==> config.mk <==
export PLATFORM = sky130hd
export DESIGN_NAME = keyed_watchdog
export DESIGN_NICKNAME = d
export VERILOG_FILES = /design/src/rtl/wdk_pkg.sv /design/src/rtl/wdk_prescale.sv /design/src/rtl/wdk_count.sv /design/src/rtl/wdk_regs.sv /design/src/rtl/keyed_watchdog.sv
export SDC_FILE = /design/constraint.sdc
export NUM_CORES = 1
export LEC_CHECK = 0
export ABC_CLOCK_PERIOD_IN_PS = 2400
export BUFFER_PORTS_ARGS = -buffer_cell sky130_fd_sc_hd__buf_2
export CAP_MARGIN = 20
export CORE_MARGIN = 3
export CORE_UTILIZATION = 40
export CTS_CLUSTER_DIAMETER = 200
export CTS_CLUSTER_SIZE = 30
export DETAILED_ROUTE_END_ITERATION = 8
export PLACE_DENSITY = 0.63
export SYNTH_ARGS = -nofsm -noshare
export SYNTH_HDL_FRONTEND = slang
export SYNTH_SLANG_ARGS = --single-unit
==> constraint.sdc <==
create_clock -name clk -period 2.4 [get_ports clk]
set_input_delay 0.36 -clock clk [delete_from_list [all_inputs] [get_ports clk]]
set_output_delay 0.36 -clock clk [all_outputs]
set_load 0.01 [all_outputs]
==> src/rtl/wdk_pkg.sv <==
package wdk_pkg;
   localparam int REG_W    = 8;
   localparam int BIT_RUN  = 2;
   localparam int BIT_FLAG = 1;
   localparam int BIT_SEL  = 0;

   localparam logic [REG_W-1:0] KEY_FIRST  = 8'hA5;
   localparam logic [REG_W-1:0] KEY_SECOND = 8'h5A;

   typedef enum logic [1:0] {
      LOC_CTRL = 2'd0,
      LOC_LOAD = 2'd1,
      LOC_KEY1 = 2'd2,
      LOC_KEY2 = 2'd3
   } wdk_loc_e;
endpackage

==> src/rtl/wdk_prescale.sv <==
module wdk_prescale #(
   parameter int TAP_W    = 3,
   parameter int PRE_BASE = 5
) (
   input  logic             clk,
   input  logic             rst,
   input  logic             clear,
   input  logic             advance,
   input  logic [TAP_W-1:0] tap,
   output logic             step
);
   localparam int N_TAPS = 2 ** TAP_W;
   localparam int PRE_W  = PRE_BASE + N_TAPS;

   logic [PRE_W-1:0]  pre_q;
   logic [PRE_W-1:0]  pre_nxt;
   logic [N_TAPS-1:0] carry_out;
   logic              step_q;

   assign pre_nxt = pre_q + PRE_W'(1);

   // one tap per stage: the step fires when that stage toggles
   for (genvar g = 0; g < N_TAPS; g++) begin : g_tap
      assign carry_out[g] = pre_q[PRE_BASE+g] ^ pre_nxt[PRE_BASE+g];
   end

   always_ff @(posedge clk) begin
      if (rst || clear) begin
         pre_q  <= '0;
         step_q <= 1'b0;
      end else begin
         step_q <= advance && carry_out[tap];
         if (advance) pre_q <= pre_nxt;
      end
   end

   assign step = step_q;


   pre_clear_chk: assert property (@(posedge clk) disable iff (rst)
      clear |=> (pre_q == '0 && !step_q));


   pre_hold_chk: assert property (@(posedge clk) disable iff (rst)
      (!advance && !clear) |=> $stable(pre_q));
endmodule

==> src/rtl/wdk_count.sv <==
module wdk_count #(
   parameter int CNT_W = 8
) (
   input  logic             clk,
   input  logic             rst,
   input  logic             reload,
   input  logic             step,
   input  logic [CNT_W-1:0] load_val,
   output logic             expire
);
   logic [CNT_W-1:0] cnt_q;

   assign expire = step && (cnt_q == '0);

   always_ff @(posedge clk) begin
      if (rst) begin
         cnt_q <= '1;
      end else if (reload || expire) begin
         cnt_q <= load_val;
      end else if (step) begin
         cnt_q <= cnt_q - CNT_W'(1);
      end
   end


   cnt_dec_chk: assert property (@(posedge clk) disable iff (rst)
      (step && !reload && cnt_q != '0) |=> (cnt_q == $past(cnt_q) - CNT_W'(1)));


   cnt_reload_chk: assert property (@(posedge clk) disable iff (rst)
      (expire && !reload) |=> (cnt_q == $past(load_val)));
endmodule

==> src/rtl/wdk_regs.sv <==
module wdk_regs
   import wdk_pkg::*;
#(
   parameter int CNT_W = 8,
   parameter int TAP_W = 3
) (
   input  logic             clk,
   input  logic             por_n,
   input  logic             sys_rst_n,
   input  logic             timer_mode,
   input  logic             wr_en,
   input  logic [1:0]       wr_addr,
   input  logic [REG_W-1:0] wr_data,
   input  logic [1:0]       rd_addr,
   input  logic             expire,
   output logic [REG_W-1:0] rd_data,
   output logic [TAP_W-1:0] tap,
   output logic             run,
   output logic             clk_sel_act,
   output logic [CNT_W-1:0] load_val,
   output logic             feed,
   output logic             rst_req,
   output logic             irq
);
   localparam int TAP_LSB = REG_W - TAP_W;

   logic     sys_rst;
   wdk_loc_e wr_loc;
   wdk_loc_e rd_loc;
   logic     armed_q;
   logic     sel_pend_q;
   logic     flag_q;
   logic     key1_hit;
   logic     key2_hit;
   logic     abort;
   logic     ctrl_wr;
   logic     load_wr;
   logic     flag_clr;
   logic     timeout;

   assign sys_rst  = !por_n || !sys_rst_n;
   assign wr_loc   = wdk_loc_e'(wr_addr);
   assign rd_loc   = wdk_loc_e'(rd_addr);
   assign key1_hit = wr_en && wr_loc == LOC_KEY1 && wr_data == KEY_FIRST;
   assign key2_hit = wr_en && wr_loc == LOC_KEY2 && wr_data == KEY_SECOND;
   assign feed     = armed_q && key2_hit;
   assign abort    = armed_q && wr_en && !key2_hit;
   assign ctrl_wr  = wr_en && wr_loc == LOC_CTRL;
   assign load_wr  = wr_en && wr_loc == LOC_LOAD;
   assign flag_clr = ctrl_wr && !wr_data[BIT_FLAG];
   assign timeout  = expire && !feed;

   always_ff @(posedge clk) begin
      if (sys_rst) begin
         tap         <= '1;
         run         <= 1'b1;
         sel_pend_q  <= 1'b1;
         clk_sel_act <= 1'b1;
         load_val    <= '1;
         armed_q     <= 1'b0;
         rst_req     <= 1'b0;
         irq         <= 1'b0;
      end else begin
         if (ctrl_wr) begin
            tap        <= wr_data[REG_W-1:TAP_LSB];
            run        <= wr_data[BIT_RUN];
            sel_pend_q <= wr_data[BIT_SEL];
         end
         if (load_wr) load_val <= wr_data[CNT_W-1:0];
         if (wr_en)   armed_q  <= !armed_q && key1_hit;
         if (feed)    clk_sel_act <= sel_pend_q;
         rst_req <= abort || (timeout && !timer_mode);
         if (timeout && timer_mode) irq <= 1'b1;
         else if (flag_clr)         irq <= 1'b0;
      end
   end

   // the flag only answers to power-on reset
   always_ff @(posedge clk) begin
      if (!por_n)                 flag_q <= 1'b0;
      else if (abort || timeout)  flag_q <= 1'b1;
      else if (flag_clr)          flag_q <= 1'b0;
   end

   always_comb begin
      rd_data = '0;
      case (rd_loc)
         LOC_CTRL: begin
            rd_data[REG_W-1:TAP_LSB] = tap;
            rd_data[BIT_RUN]         = run;
            rd_data[BIT_FLAG]        = flag_q;
            rd_data[BIT_SEL]         = sel_pend_q;
         end
         LOC_LOAD: rd_data[CNT_W-1:0] = load_val;
         default:  rd_data = '0;
      endcase
   end


   tamper_rst_chk: assert property (@(posedge clk) disable iff (sys_rst)
      (armed_q && wr_en && !(wr_loc == LOC_KEY2 && wr_data == KEY_SECOND)) |=> rst_req);


   rst_sets_flag_chk: assert property (@(posedge clk) disable iff (sys_rst)
      rst_req |-> flag_q);


   irq_flag_chk: assert property (@(posedge clk) disable iff (sys_rst)
      irq |-> flag_q);


   sel_apply_chk: assert property (@(posedge clk) disable iff (sys_rst)
      !feed |=> $stable(clk_sel_act));
endmodule

==> src/rtl/keyed_watchdog.sv <==
module keyed_watchdog
   import wdk_pkg::*;
#(
   parameter int TAP_W    = 3,
   parameter int PRE_BASE = 5,
   parameter int CNT_W    = 8
) (
   input  logic             clk,
   input  logic             por_n,
   input  logic             sys_rst_n,
   input  logic             osc_tick,
   input  logic             timer_mode,
   input  logic             wr_en,
   input  logic [1:0]       wr_addr,
   input  logic [REG_W-1:0] wr_data,
   input  logic [1:0]       rd_addr,
   output logic [REG_W-1:0] rd_data,
   output logic             rst_req,
   output logic             irq
);
   if (TAP_W < 1 || TAP_W > 5) begin : g_bad_tap
      $error("keyed_watchdog: TAP_W must fit control bits above the run bit");
   end
   if (CNT_W < 1 || CNT_W > REG_W) begin : g_bad_cnt
      $error("keyed_watchdog: CNT_W must fit the register width");
   end
   if (PRE_BASE < 1) begin : g_bad_base
      $error("keyed_watchdog: PRE_BASE must be at least 1");
   end

   logic             sys_rst;
   logic [TAP_W-1:0] tap;
   logic             run;
   logic             clk_sel_act;
   logic [CNT_W-1:0] load_val;
   logic             feed;
   logic             advance;
   logic             step;
   logic             expire;

   assign sys_rst = !por_n || !sys_rst_n;
   assign advance = run && (clk_sel_act ? osc_tick : 1'b1);

   wdk_regs #(.CNT_W(CNT_W), .TAP_W(TAP_W)) regs_i (
      .clk        (clk),
      .por_n      (por_n),
      .sys_rst_n  (sys_rst_n),
      .timer_mode (timer_mode),
      .wr_en      (wr_en),
      .wr_addr    (wr_addr),
      .wr_data    (wr_data),
      .rd_addr    (rd_addr),
      .expire     (expire),
      .rd_data    (rd_data),
      .tap        (tap),
      .run        (run),
      .clk_sel_act(clk_sel_act),
      .load_val   (load_val),
      .feed       (feed),
      .rst_req    (rst_req),
      .irq        (irq)
   );

   wdk_prescale #(.TAP_W(TAP_W), .PRE_BASE(PRE_BASE)) pre_i (
      .clk    (clk),
      .rst    (sys_rst),
      .clear  (feed),
      .advance(advance),
      .tap    (tap),
      .step   (step)
   );

   wdk_count #(.CNT_W(CNT_W)) cnt_i (
      .clk     (clk),
      .rst     (sys_rst),
      .reload  (feed),
      .step    (step),
      .load_val(load_val),
      .expire  (expire)
   );


   rst_mode_chk: assert property (@(posedge clk) disable iff (sys_rst)
      (rst_req && !$past(rst_req)) |=> !rst_req);
endmodule

; ---- After elaboration in Yosys (flattened, before gate mapping)
; Index checks and enable logic that the tools add are counted.
[word_totals]
in_bits = 18
out_inout_bits = 10
reg_bits = 40
[op_classes]
n_reduce_logical = 35
n_lt_le_gt_ge = 1
n_bitwise = 8
muxes = 11
n_eq_ne = 6
addsub = 2
[op_table]
columns = operator, count
row1 = $logic_and A1 B1 Y1, 17
row2 = $mux W8, 2
row3 = $add A13 B1 Y13 const B, 1
row4 = $pmux W3 S2, 2
row5 = $eq A8 B7 Y1 const B, 1
row6 = $eq A8 B8 Y1 const B, 1
row7 = $logic_not A8 Y1, 1
row8 = $sub A8 B1 Y8 const B, 1
row9 = $xor A1 B1 Y1, 8
row10 = $logic_not A1 Y1, 7
row11 = $reduce_bool A2 Y1, 3
row12 = $logic_or A1 B1 Y1, 5
row13 = $mux W1, 5
row14 = $eq A2 B1 Y1 const B, 2
row15 = $eq A2 B2 Y1 const B, 2
row16 = $logic_not A2 Y1, 2
row17 = $lt A3 B4 Y1 const B, 1
row18 = $bmux W1 S3, 1
row19 = $mux W2, 1

; ---- Longest topological paths before layout
[logic_depth]
depth_word = 8
depth_mapped = 7
mapped_depth_nobuf = 6

; ---- Cells and area by module
; A second synthesis with hierarchy kept.
[hier_totals]
hier_cells = 230
hier_area_um2 = 2038.2
[by_module_without_submodules]
columns = module, cells_per_inst, area_each_um2, n_inst
row1 = wdk_regs, 101, 870.8, 1
row2 = wdk_prescale, 75, 669.4, 1
row3 = wdk_count, 51, 483.0, 1
row4 = keyed_watchdog, 3, 15.0, 1

; ---- Worst setup path before layout
; Ideal clock, no wire load.
[synth_path]
path_type = input to register
from = input wr_data[7]
to = register cnt_i.cnt_q[6]
stages = 5
t_arrival_ps = 1710
setup_slack_ps = 544
n_path_buf = 1
path_cell_list = or3b_1 or4_1 buf_6 a211oi_2 a41oi_1
[synth_via]
elab_chain_cells = 5
elab_cells_between_ends = 6
cone_classes = 1 x eq/ne / 1 x mux / 4 x reduce/logical
[synth_rtl]
columns = element, line_no
row1 = "start, declared", keyed_watchdog.sv:15  ; input logic [REG_W-1:0] wr_data,
row2 = $eq A8 B7 Y1 (*), wdk_regs.sv:45  ; assign key2_hit = wr_en && wr_loc == LOC_KEY2 && wr_data == KEY_SECOND;
row3 = $logic_and A1 B1 Y1 (*), wdk_regs.sv:45
row4 = $logic_and A1 B1 Y1 (*), wdk_regs.sv:46  ; assign feed = armed_q && key2_hit;
row5 = $logic_or A1 B1 Y1 (*), wdk_count.sv:18  ; end else if (reload || expire) begin
row6 = $mux W8 / $reduce_bool A2 Y1 (equally long branches), n/a
row7 = "end signal, assigned", wdk_count.sv:19  ; cnt_q <= load_val;
row8 = "end signal, assigned", wdk_count.sv:21  ; cnt_q <= cnt_q - CNT_W'(1);
row9 = "end, declared", wdk_count.sv:11  ; logic [CNT_W-1:0] cnt_q;
; Every way passes the cells marked *; elsewhere a longest branch is shown, timed or not.
; A chain may end at the register's enable or synchronous reset.

; ---- Worst setup path in the final report
[layout_path]
from = input wr_data[5]
to = register cnt_i.cnt_q[7]
; Same word-level chain as after synthesis.

==> results_tabular.tex <==
\begin{tabular}{lr}
\hline
Metric & Value \\
\hline
\multicolumn{2}{l}{\textbf{Clock tree}} \\
Sink Count & 39 \\
Number of buffers inserted for hold repair after clock tree synthesis & 0 \\
Setup Fix Bufs, Post-CTS & 0 \\
CTS H-Tree Depth & 2 \\
Buffer depth of the longest clock path & 2 \\
Clock tree from TritonCTS & done \\
CTS clock-pin slew for the worst setup and hold paths & about 0.07 ns \\
Number of buffers created by CTS & 5 \\
Number of instances resized during post-cts repair & 0 \\
Cell at the root of the clock tree & sky130\_fd\_sc\_hd\_\_clkbuf\_8 \\
Later-pin clock latency in the skew report & 0.29 ns \\
\multicolumn{2}{l}{\textbf{STA}} \\
Period utilisation layout & 78.3\% \\
Post-layout min period & 1.88 ns \\
Final Setup Violations & 0 \\
Fin. Hold Viols & 0 \\
Transition time at the pin with the least slew margin & between 0.6 and 0.7 ns \\
Min Hold Slack & 0.306 ns \\
Setup TNS after final layout & 0 ns \\
Setup clock skew after layout & a little over 0.007 ns \\
Count of pins over their slew limit & 0 \\
Least setup slack across all paths after layout & 0.520 ns \\
Headroom to the max-slew limit & 57.4\% \\
RSZ-0062 raised after global routing & false \\
Peak Freq & 0.532 GHz \\
\multicolumn{2}{l}{\textbf{Place}} \\
Post-Place Setup Slack & 0.207 ns \\
Routability Congestion & 0.829 \\
Post-detail-place hpwl & 3500 um \\
I/O Buffers & 27 \\
Placed standard-cell area & 0.00219 mm\^{}2 \\
\multicolumn{2}{l}{\textbf{Logic synthesis}} \\
Post-synth EDFFs & 0 \\
Number of instances in the synthesized netlist & 245 \\
Async set or reset register ratio after synthesis & 0\% \\
Most used standard cells in the synthesized netlist & 39 x sky130\_fd\_sc\_hd\_\_dfxtp\_1, 28 x sky130\_fd\_sc\_hd\_\_nand2\_1, 27 x sky130\_fd\_sc\_hd\_\_nor2\_1 \\
Portion of synthesized cell area occupied by the leading cell type & between 30\% and 40\% \\
Sequential share of the synthesized area & 38.3\% \\
Syn Area/Cell & 8.32 um\^{}2 \\
Synthesized flop and latch total & 39 \\
Post-synth top area cell & sky130\_fd\_sc\_hd\_\_dfxtp\_1 \\
Post-synthesis instance area & 0.00204 mm\^{}2 \\
Count of distinct cell types in the synthesized netlist & 46 \\
Most area-consuming cells after synthesis & sky130\_fd\_sc\_hd\_\_dfxtp\_1 38\%, sky130\_fd\_sc\_hd\_\_nand2\_1 5.2\%, sky130\_fd\_sc\_hd\_\_nor2\_1 5.0\%, sky130\_fd\_sc\_hd\_\_o21ai\_0 4.9\%, sky130\_fd\_sc\_hd\_\_nand3\_1 3.9\% \\
Number of nets produced by synthesis & 266 \\
Most numerous cell in the Yosys netlist & sky130\_fd\_sc\_hd\_\_dfxtp\_1 \\
Synthesis warning total & 0 \\
Main synth FF type & sky130\_fd\_sc\_hd\_\_dfxtp\_1 \\
\multicolumn{2}{l}{\textbf{Setup path}} \\
CP endpoint & cnt\_i.cnt\_q[7]\$\_SDFFE\_PP1P\_ \\
Reg-to-Reg End & cnt\_i.cnt\_q[5]\$\_SDFFE\_PP1P\_ \\
Number of cells on the critical path & 5 \\
Crit-path cells & buf\_2 -> or3b\_4 -> or4\_1 -> nand2\_1 -> o211ai\_1 \\
Launch instance of the worst register-to-register path & pre\_i.step\$\_SDFF\_PP0\_ \\
Highest-delay cell along the critical path & sky130\_fd\_sc\_hd\_\_or4\_1 \\
Worst endpoint data arrival time & 2.02 ns \\
Data required time at the worst endpoint & $\sim$2.5 ns \\
Number of cells on the worst reg-to-reg path & 4 \\
Maximum net fanout on the critical path & 8 \\
Worst Setup Path Type & input port to flip-flop \\
Cell type group with the largest total delay on the critical path & simple AND/OR/NAND/NOR gates \\
Peak per-stage delay on the critical path & between 0.7 and 0.8 ns \\
Number of buffer and inverter stages on the critical path & 1 \\
Worst Setup End Kind & flip-flop \\
CP Launch Point & wr\_data[5] \\
Kind of start point of the critical path & input port \\
Register-to-register setup slack & 0.69 ns \\
\multicolumn{2}{l}{\textbf{Global routing}} \\
Largest net degree at the start of global routing & 16 \\
Antenna violations before repair & 0 \\
Wire length of the first global-routing pass & 8000 um \\
Total global routing overflow & 0 \\
Vias in the first global route & 1720 \\
Tot GR Track Use & 16.7\% \\
\multicolumn{2}{l}{\textbf{Min path}} \\
Worst hold path type & input port to flip-flop \\
\multicolumn{2}{l}{\textbf{Drt}} \\
Number of optimization iterations in the first detailed-route pass & 4 \\
DRC violation count after routing & 0 \\
Initial DRC Count & 128 \\
Count of antenna-violating nets left after detailed routing & 0 \\
WL per Instance & between 10 and 15 um \\
Routed wire length & 4570 um \\
DR vias & about 1800 \\
Detail-routed via count per cell & 5.27 \\
\multicolumn{2}{l}{\textbf{Floorplan}} \\
Overall die area & around 0.006 mm\^{}2 \\
I/O pin count & 28 \\
Floorplan die width & $\sim$77 um \\
Std cell rows & 25 \\
Height of the die & approximately 77 um \\
Floorplan Core Area & 0.00482 mm\^{}2 \\
Initial standard-cell utilization of the core & 42.3\% \\
\multicolumn{2}{l}{\textbf{Power and ir drop}} \\
Max VDD drop & 0.348 mV \\
Total Power Consumption & 1.18 mW \\
Static leakage & 0.857 nW \\
Power density normalized to cell area & 519 mW/mm\^{}2 \\
\multicolumn{2}{l}{\textbf{Outcome}} \\
Status & finished clean \\
\multicolumn{2}{l}{\textbf{Layout}} \\
Antenna cell count & 0 \\
Fraction of final layout cells sized beyond drive strength 1 & 16.2\% \\
Post-route cell area & between 0.002 and 0.0025 mm\^{}2 \\
FILL cells & 518 \\
Layout-stage area growth over the synthesis result & 11.3\% \\
Final \#Nets & 291 \\
\multicolumn{2}{l}{\textbf{Run}} \\
Total of max-cap violations & 0 \\
\hline
\end{tabular}
==> cells by family (layout without fill, tap and decap cells) <==
family / after synthesis / after routing / synth area share (%)
XOR/XNOR: 12 / 12 / 5.16
multiplexers: 7 / 7 / 3.44
AND/OR/NAND/NOR: 121 / 121 / 32.2
flip-flops: 39 / 39 / 38.3
AO/OA/AOI/OAI: 46 / 46 / 13.8
adder cells (fa/ha/maj): 3 / 3 / 1.84
buffers and inverters: 17 / 43 / 5.28
==> worst min-delay path by stage <==
stage	start	slack [ns]	endpoint	cells past startpoint
floorplan	regs_i.clk_sel_act$_SDFFE_PP1P_	0.44	regs_i.clk_sel_act$_SDFFE_PP1P_	2
global placement	regs_i.irq$_SDFFE_PP0P_	0.46	regs_i.irq$_SDFFE_PP0P_	2
detailed placement	regs_i.flag_q$_SDFFE_PN0P_	0.47	regs_i.flag_q$_SDFFE_PN0P_	2
CTS	por_n	0.30	regs_i.flag_q$_SDFFE_PN0P_	3
global route	por_n	0.31	regs_i.flag_q$_SDFFE_PN0P_	3
finish	por_n	0.31	regs_i.flag_q$_SDFFE_PN0P_	3
==> cells in the final DEF (no fill, tap or decap), types with 7 or more instances in the layout <==
| cell type | instances |
|---|---|
| sky130_fd_sc_hd__dfxtp_1 | 39 |
| sky130_fd_sc_hd__nand2_1 | 28 |
| sky130_fd_sc_hd__nor2_1 | 27 |
| sky130_fd_sc_hd__buf_2 | 27 |
| sky130_fd_sc_hd__o21ai_0 | 20 |
| sky130_fd_sc_hd__nand3_1 | 16 |
| sky130_fd_sc_hd__a21oi_1 | 9 |
| sky130_fd_sc_hd__nand4_1 | 8 |
| sky130_fd_sc_hd__xnor2_1 | 8 |
| sky130_fd_sc_hd__o211ai_1 | 8 |
| sky130_fd_sc_hd__mux2i_1 | 7 |
==> layout make-up <==
cell class | count | area [um^2] | area share [%]
Multi-Input combinational cell | 189 | 1150 | 50.7
Sequential cell | 39 | 781 | 34.4
Timing Repair Buffer | 29 | 150 | 6.62
Tap cell | 67 | 83.8 | 3.70
Clock buffer | 7 | 76.3 | 3.36
Inverter | 6 | 22.5 | 0.993
Clock inverter | 1 | 5.00 | 0.221
==> metal layers <==
layer / track usage, % / vias up / share of wire [%]
met1: 22.0 / 826 / 51
met5: 0 / - / 0
met2: 27.1 / 21 / 45
li1: - / 926 / -
met4: 6.41 / 0 / 1.8
met3: 2.78 / 7 / 2.2
==> worst min-delay path, stage by stage <==
cell                      delay [ns]
sky130_fd_sc_hd__buf_2          0.11
sky130_fd_sc_hd__inv_1          0.05
sky130_fd_sc_hd__a31oi_1        0.03
==> state kept, by name (all words and copies together), names as in the netlist <==
register	cells
cnt_i.cnt_q	8
pre_i.pre_q	12
pre_i.step	1
regs_i.armed_q	1
regs_i.clk_sel_act	1
regs_i.flag_q	1
regs_i.irq	1
regs_i.load_val	8
regs_i.rst_req	1
regs_i.run	1
regs_i.sel_pend_q	1
regs_i.tap	3
==> metrics by stage <==
stage | util, % | std cells
2_1_floorplan | - | 245
3_3_place_gp | 45.4 | 330
3_5_place_dp | 45.4 | 330
4_1_cts | 47.1 | 338
5_1_grt | 47.1 | 338
6_report | 47.1 | 338
==> power by group <==
group          internal (mW)  switching [mW]
Sequential             0.652         0.00598
Clock                  0.204           0.221
Combinational         0.0391          0.0559
Total                  0.895           0.283
Power figures use the tool's default switching activity.
